==> src/rtl/updn_timer_pkg.sv <==
package updn_timer_pkg;
  localparam int CNT_W     = 16;
  localparam int BYTE_W    = 8;
  localparam int NUM_REG   = 4;                   // reload + three compares
  localparam int BYTES_PER = CNT_W / BYTE_W;
  localparam int NUM_SHB   = NUM_REG * BYTES_PER; // shadow bytes
  localparam int SEL_W     = 4;
  localparam int SEL_UPD   = NUM_SHB;             // update request code
  localparam int SEL_FLAG  = NUM_SHB + 1;         // flag register code

  typedef struct packed {
    logic               xfer;    // copy shadows into active registers
    logic [NUM_SHB-1:0] byteWr;  // per shadow byte write strobe
  } tmrStrobe_t;
endpackage

==> src/rtl/timer_datapath.sv <==
module timer_datapath
  import updn_timer_pkg::*;
(
  input  logic                     clk,
  input  logic                     rstN,
  input  logic                     tickEn,
  input  logic                     cntDown,
  input  tmrStrobe_t               strobe,
  input  logic [BYTE_W-1:0]        wrData,
  output logic                     wrapHit,
  output logic [CNT_W-1:0]         count,
  output logic [NUM_REG*CNT_W-1:0] activeFlat
);
  localparam logic [CNT_W-1:0] CNT_MAX = {CNT_W{1'b1}};
  localparam logic [CNT_W-1:0] CNT_MIN = '0;

  logic [BYTE_W-1:0] shadowB   [NUM_SHB];
  logic [CNT_W-1:0]  shadowWord[NUM_REG];
  logic [CNT_W-1:0]  activeReg [NUM_REG];

  for (genvar b = 0; b < NUM_SHB; b++) begin : g_shadow
    always_ff @(posedge clk or negedge rstN) begin
      if (!rstN)              shadowB[b] <= '0;
      else if (strobe.byteWr[b]) shadowB[b] <= wrData;
    end
  end

  for (genvar r = 0; r < NUM_REG; r++) begin : g_active
    for (genvar k = 0; k < BYTES_PER; k++) begin : g_word
      assign shadowWord[r][k*BYTE_W +: BYTE_W] = shadowB[r*BYTES_PER + k];
    end
    always_ff @(posedge clk or negedge rstN) begin
      if (!rstN)            activeReg[r] <= '0;
      else if (strobe.xfer) activeReg[r] <= shadowWord[r];
    end
    assign activeFlat[r*CNT_W +: CNT_W] = activeReg[r];
  end

  assign wrapHit = tickEn && (cntDown ? (count == CNT_MIN) : (count == CNT_MAX));

  always_ff @(posedge clk or negedge rstN) begin
    if (!rstN)        count <= '0;
    else if (wrapHit) count <= activeReg[0];
    else if (tickEn)  count <= cntDown ? count - 1'b1 : count + 1'b1;
  end

  AST_WRAP_RELOAD: assert property (@(posedge clk) disable iff (!rstN)
    wrapHit |=> count == $past(activeReg[0]));
  AST_HOLD_IDLE: assert property (@(posedge clk) disable iff (!rstN)
    !tickEn |=> $stable(count));
  AST_ACTIVE_KEEP: assert property (@(posedge clk) disable iff (!rstN)
    !strobe.xfer |=> $stable(activeFlat));
  AST_XFER_COPY: assert property (@(posedge clk) disable iff (!rstN)
    strobe.xfer |=> activeReg[0] == $past(shadowWord[0]));
  AST_CMP_COPY: assert property (@(posedge clk) disable iff (!rstN)
    strobe.xfer |=> activeReg[NUM_REG-1] == $past(shadowWord[NUM_REG-1]));
endmodule

==> src/rtl/timer_ctrl.sv <==
module timer_ctrl
  import updn_timer_pkg::*;
(
  input  logic             clk,
  input  logic             rstN,
  input  logic             wrEn,
  input  logic [SEL_W-1:0] wrSel,
  input  logic             wrBit0,
  input  logic             pwmMode,
  input  logic             wrapHit,
  input  logic             glbIrqEn,
  input  logic             locIrqEn,
  output tmrStrobe_t       strobe,
  output logic             updBit,
  output logic             ovfFlag,
  output logic             irq
);
  logic pending;
  logic updReq;
  logic flagClr;

  assign updReq  = wrEn && (wrSel == SEL_W'(SEL_UPD)) && wrBit0;
  assign flagClr = wrEn && (wrSel == SEL_W'(SEL_FLAG)) && !wrBit0;

  for (genvar i = 0; i < NUM_SHB; i++) begin : g_bytewr
    assign strobe.byteWr[i] = wrEn && (wrSel == SEL_W'(i));
  end
  assign strobe.xfer = (updReq && !pwmMode) || (wrapHit && pending);

  always_ff @(posedge clk or negedge rstN) begin
    if (!rstN)                   pending <= 1'b0;
    else if (wrapHit && pending) pending <= 1'b0;
    else if (updReq && pwmMode)  pending <= 1'b1;
  end

  always_ff @(posedge clk or negedge rstN) begin
    if (!rstN)        ovfFlag <= 1'b0;
    else if (wrapHit) ovfFlag <= 1'b1;
    else if (flagClr) ovfFlag <= 1'b0;
  end

  assign updBit = pending;
  assign irq    = ovfFlag && glbIrqEn && locIrqEn;

  AST_FLAG_SET: assert property (@(posedge clk) disable iff (!rstN)
    wrapHit |=> ovfFlag);
  AST_FLAG_STICKY: assert property (@(posedge clk) disable iff (!rstN)
    (ovfFlag && !flagClr) |=> ovfFlag);
  AST_PEND_DONE: assert property (@(posedge clk) disable iff (!rstN)
    (pending && wrapHit) |=> !updBit);
  AST_BASIC_NO_PEND: assert property (@(posedge clk) disable iff (!rstN)
    (!pwmMode && !pending) |=> !updBit);
  AST_PEND_HOLD: assert property (@(posedge clk) disable iff (!rstN)
    (pending && !wrapHit) |=> updBit);
endmodule

==> src/rtl/updn_reload_timer.sv <==
module updn_reload_timer
  import updn_timer_pkg::*;
(
  input  logic              clk,
  input  logic              rstN,
  input  logic              tickEn,
  input  logic              cntDown,
  input  logic              pwmMode,
  input  logic              glbIrqEn,
  input  logic              locIrqEn,
  input  logic              wrEn,
  input  logic [SEL_W-1:0]  wrSel,
  input  logic [BYTE_W-1:0] wrData,
  output logic [CNT_W-1:0]  count,
  output logic [CNT_W-1:0]  reloadVal,
  output logic [CNT_W-1:0]  cmpA,
  output logic [CNT_W-1:0]  cmpB,
  output logic [CNT_W-1:0]  cmpC,
  output logic              updBit,
  output logic              ovfFlag,
  output logic              irq
);
  tmrStrobe_t               strobe;
  logic                     wrapHit;
  logic [NUM_REG*CNT_W-1:0] activeFlat;

  timer_ctrl u_ctrl (
    .clk(clk), .rstN(rstN), .wrEn(wrEn), .wrSel(wrSel), .wrBit0(wrData[0]),
    .pwmMode(pwmMode), .wrapHit(wrapHit), .glbIrqEn(glbIrqEn),
    .locIrqEn(locIrqEn), .strobe(strobe), .updBit(updBit),
    .ovfFlag(ovfFlag), .irq(irq)
  );

  timer_datapath u_dp (
    .clk(clk), .rstN(rstN), .tickEn(tickEn), .cntDown(cntDown),
    .strobe(strobe), .wrData(wrData), .wrapHit(wrapHit), .count(count),
    .activeFlat(activeFlat)
  );

  assign reloadVal = activeFlat[0*CNT_W +: CNT_W];
  assign cmpA      = activeFlat[1*CNT_W +: CNT_W];
  assign cmpB      = activeFlat[2*CNT_W +: CNT_W];
  assign cmpC      = activeFlat[3*CNT_W +: CNT_W];
endmodule

==> config.mk <==
export PLATFORM = sky130hd
export DESIGN_NAME = updn_reload_timer
export DESIGN_NICKNAME = d
export VERILOG_FILES = /design/src/rtl/updn_timer_pkg.sv /design/src/rtl/timer_datapath.sv /design/src/rtl/timer_ctrl.sv /design/src/rtl/updn_reload_timer.sv
export SDC_FILE = /design/constraint.sdc
export NUM_CORES = 1
export LEC_CHECK = 0
export ABC_AREA = 1
export BUFFER_PORTS_ARGS = -buffer_cell sky130_fd_sc_hd__clkbuf_2
export CAP_MARGIN = 10
export CORE_UTILIZATION = 45
export CTS_BUF_LIST = sky130_fd_sc_hd__clkbuf_8
export CTS_CLUSTER_SIZE = 10
export DETAILED_ROUTE_END_ITERATION = 10
export PLACE_DENSITY = 0.78
export REMOVE_ABC_BUFFERS = 1
export SLEW_MARGIN = 30
export SYNTH_ARGS = -nofsm -noshare
export SYNTH_HDL_FRONTEND = slang
export SYNTH_HIERARCHICAL = 1
export SYNTH_SLANG_ARGS = --single-unit
==> constraint.sdc <==
create_clock -name clk -period 2.7 [get_ports clk]
set_input_delay 0.135 -clock clk [delete_from_list [all_inputs] [get_ports clk]]
set_output_delay 0.135 -clock clk [all_outputs]
set_load 0.005 [all_outputs]
==> impl_results.md <==
- Status: finished, final reports clean
- Synth Instances: 796
- Syn avg cell area: 8.36 sq um
- Yosys cell types: 30
- VDD IR max: 0.507 mV
- Die Width: 124 um
- Iter 0 DRT Violations: 493
- Post-CTS setup buffer count: 0
- Register area share after synthesis: 54.9%
- Clock transition at path regs: 0.09 ns
- Num CTS Buffers: 17
- CP top delay family: simple AND/OR/NAND/NOR gates
- P&R area growth vs syn: 17.0%
- GP Congestion: 0.936
- Top-count cell post-synth: nand2_1
- Core Region: 0.0145 sq mm
- Hold Violations, Final: 0
- End-of-flow core utilization: 53.7%
- PortBufs: 102
- Fin area: 0.00778 sq mm
- Hold Startpoint: wrSel[2]
- Post-route setup slack: 0.423 ns
- Vias: 5456
- Internal power: 4.32 mW
- # nets final: 933
- FFs w/ async S/R, synth: 100%
- Area after DPL: 0.00738 sq mm
- Post-synth EDFFs: 0
- Latest clock arrival within the worst-skew pair: 0.44 ns
- GR Overflow Total: 0
- Min Tclk post-route: 2.28 ns
- Max Fclk: 439 MHz
- CP Buf/Inv Count: 2
- Routed wire length: 15.5 mm
- Final hold slack: 0.0251 ns
- Final setup fails: 0
- Flops & latches, synth: 146
- Crit path max fanout: 50
- Fin crit share: 84.3%
- CTS tree: yes
- Layout cell share with drive strength beyond 1: 17.9%
- Critical Path AT: 2.64 ns
- Fin. max-slew vios: 0
- I/O pin count: 103
- Sequential Area: 0.00365 sq mm
- FF-to-FF End: u_dp/activeFlat[52]$_DFFE_PN0P_
- Initial antenna violation count: 0
- Largest stage delay on the critical path: 0.48 ns
- Min-Delay Endpoint: u_ctrl/updBit$_DFFE_PN0P_
- CP max stage cell: dfrtp_1
- Yosys top cell area share: 54.9%
- Area contributors post-synth: dfrtp_1, nand2_1, inv_1, o21ai_0, a21oi_1
- Relative slew slack: 41.0%
- Hold/Removal Path Class: input port to register
- Diodes inserted: 0
- Switching power: 2.60 mW
- First-pass DRT Iterations: 5
- Sw Share: 37.6%
- Synth Flop Type: dfrtp_1
- Fillers: 1337
- First-pass GRT wire length: 25.6 mm
- Row count: 44
- Leading area contributor after synthesis: dfrtp_1
- H-Tree Depth: 4
- Area of the multi-input gates: 0.00245 sq mm
- Final Skew: 0.00939 ns
- CP cell instances: or2_1 -> nor2_1 -> nand3_1 -> nand2_1 -> nand2_2 -> inv_1 -> nand2_1 -> o21ai_4 -> buf_12 -> nor2_1 -> a21oi_1
- Longest Clk Path Bufs: 2
- Final TNS setup: 0 ns
- R2r setup slk: 0.42 ns
- Wire length per cell: 14.1 um
- YS warnings: 6
- Synth top cells by count: nand2_1, dfrtp_1, inv_1, nor2_1, o21ai_0
- Reg-to-Reg Start: u_dp/count[0]$_DFFE_PN0P_
- Hold Path Stages: 4
- Sink Count: 146
- Clock power share: 22.7%
- DPL Wire Length: 10.9 mm
- Initial Utilization: 45.9%
- CTS root buffer: clkbuf_8
- Largest net degree at the start of global routing: 74
- Post-route DRC violation count: 0
- Combinational power share: 31.7%
- Setup CP Type: register to register
- All-Layer GR Usage: 22.1%
- Least-Margin Pin Slew: 0.881 ns
- P_leak: 4.10 nW
- Cell count of the worst reg-to-reg path: 11
- Max Cap Viol: 0
- Cell area after synthesis: 0.00665 sq mm
- Die H: 124 um
- Worst endpoint required time: 3.07 ns
- Vias in the first global route: 5148
- Critical Path Start Type: register
- Register share of total power: 45.6%
- Vias per cell: 4.98
- DRT antenna net count: 0
- Worst Setup End Kind: register
- Die area: 0.0153 sq mm
- PwrDens: 889 mW/mm^2
- Worst slack, placed: 0.444 ns
- RSZ-0062 raised after global routing: no
[layer usage]
metal	track usage (%)	wire length [um]	up-vias
met5	0	0	-
met4	7.61	248	0
met3	4.90	1110	19
met2	33.7	7160	171
met1	31.0	6960	2569
li1	-	-	2697
[power groups by stage]
stage,clock network [mW],registers (mW),logic (mW)
finish,1.57,3.16,2.19
global route,1.71,3.23,2.55
CTS,1.61,3.16,2.20
detailed placement,0,3.19,2.18
global placement,0,3.18,2.12
floorplan,0,3.13,1.36
[registers in the layout (all words and copies together), names as in the netlist]
name / cells
u_dp/count: 16
u_dp/activeFlat: 64
u_ctrl/updBit: 1
u_ctrl/ovfFlag: 1
u_dp/shadowB: 64
[placed cells by master, fill, tap and decap left out, drive strengths merged]
cell         instances
clkinv               8
nand3               21
nor2                89
inv                122
clkbuf             118
or2                  2
nand2              196
nand4                5
xnor2                1
dlygate4sd3          3
o211ai               1
ha                  14
and2                 2
nand3b               3
buf                  9
dfrtp              146
and3                 1
o21ai               75
mux2                14
clkinvlp             1
a21oi               71
fa                   1
nor3                 3
xor2                 5
[through the flow]
stage                     instances  power (mW)
final                          1095        6.92
after global routing           1095        7.48
after CTS                      1095        6.97
after detailed placement       1060        5.38
after global placement         1060        5.30
after floorplan                 766        4.50
[how the worst max path moves through the flow]
stage                         startpoint                         endpoint  slack [ns]  cells past startpoint
2_1_floorplan  u_dp/count[1]$_DFFE_PN0P_   u_dp/activeFlat[0]$_DFFE_PN0P_       -2.36                      9
3_3_place_gp   u_dp/count[0]$_DFFE_PN0P_  u_dp/activeFlat[61]$_DFFE_PN0P_        0.54                     11
3_5_place_dp   u_dp/count[0]$_DFFE_PN0P_  u_dp/activeFlat[60]$_DFFE_PN0P_        0.44                     11
4_1_cts        u_dp/count[0]$_DFFE_PN0P_  u_dp/activeFlat[52]$_DFFE_PN0P_        0.42                     11
5_1_grt        u_dp/count[0]$_DFFE_PN0P_  u_dp/activeFlat[17]$_DFFE_PN0P_        0.26                     11
6_report       u_dp/count[0]$_DFFE_PN0P_  u_dp/activeFlat[52]$_DFFE_PN0P_        0.42                     11
[cell type report]
type | instances | area share [%]
inverter | 116 | 5.60
clock inverter | 15 | 1.69
clock buffer | 17 | 3.01
timing repair buffer | 113 | 8.28
tap | 184 | 2.96
multi-input combinational | 504 | 31.5
sequential | 146 | 47.0
[cell families (layout without fill, tap and decap cells)]
| kind of cell | after synthesis | count (layout) | synth area share [%] |
|---|---|---|---|
| flip-flops | 146 | 146 | 54.9 |
| adder cells (fa/ha/maj) | 15 | 15 | 2.93 |
| AND/OR/NAND/NOR | 322 | 322 | 19.4 |
| buffers and inverters | 146 | 261 | 8.43 |
| multiplexers | 14 | 14 | 2.37 |
| AO/OA/AOI/OAI | 147 | 147 | 11.2 |
| XOR/XNOR | 6 | 6 | 0.790 |
[worst reg2reg max path: stages (launching register included)]
cell and delay [ns]:
dfrtp_1 0.48, or2_1 0.24, nor2_1 0.14, nand3_1 0.09
nand2_1 0.11, nand2_2 0.07, inv_1 0.08, nand2_1 0.10
o21ai_4 0.33, buf_12 0.32, nor2_1 0.10, a21oi_1 0.14
[repair_timing]
| item | CTS | global route |
|---|---|---|
| hold buffers | 3 | 0 |
| endpoints found under the setup margin | 0 | 0 |
| gates resized for setup | 0 | 0 |
| endpoints found under the hold margin | 73 | 0 |
(Power assumes the default switching activity.)
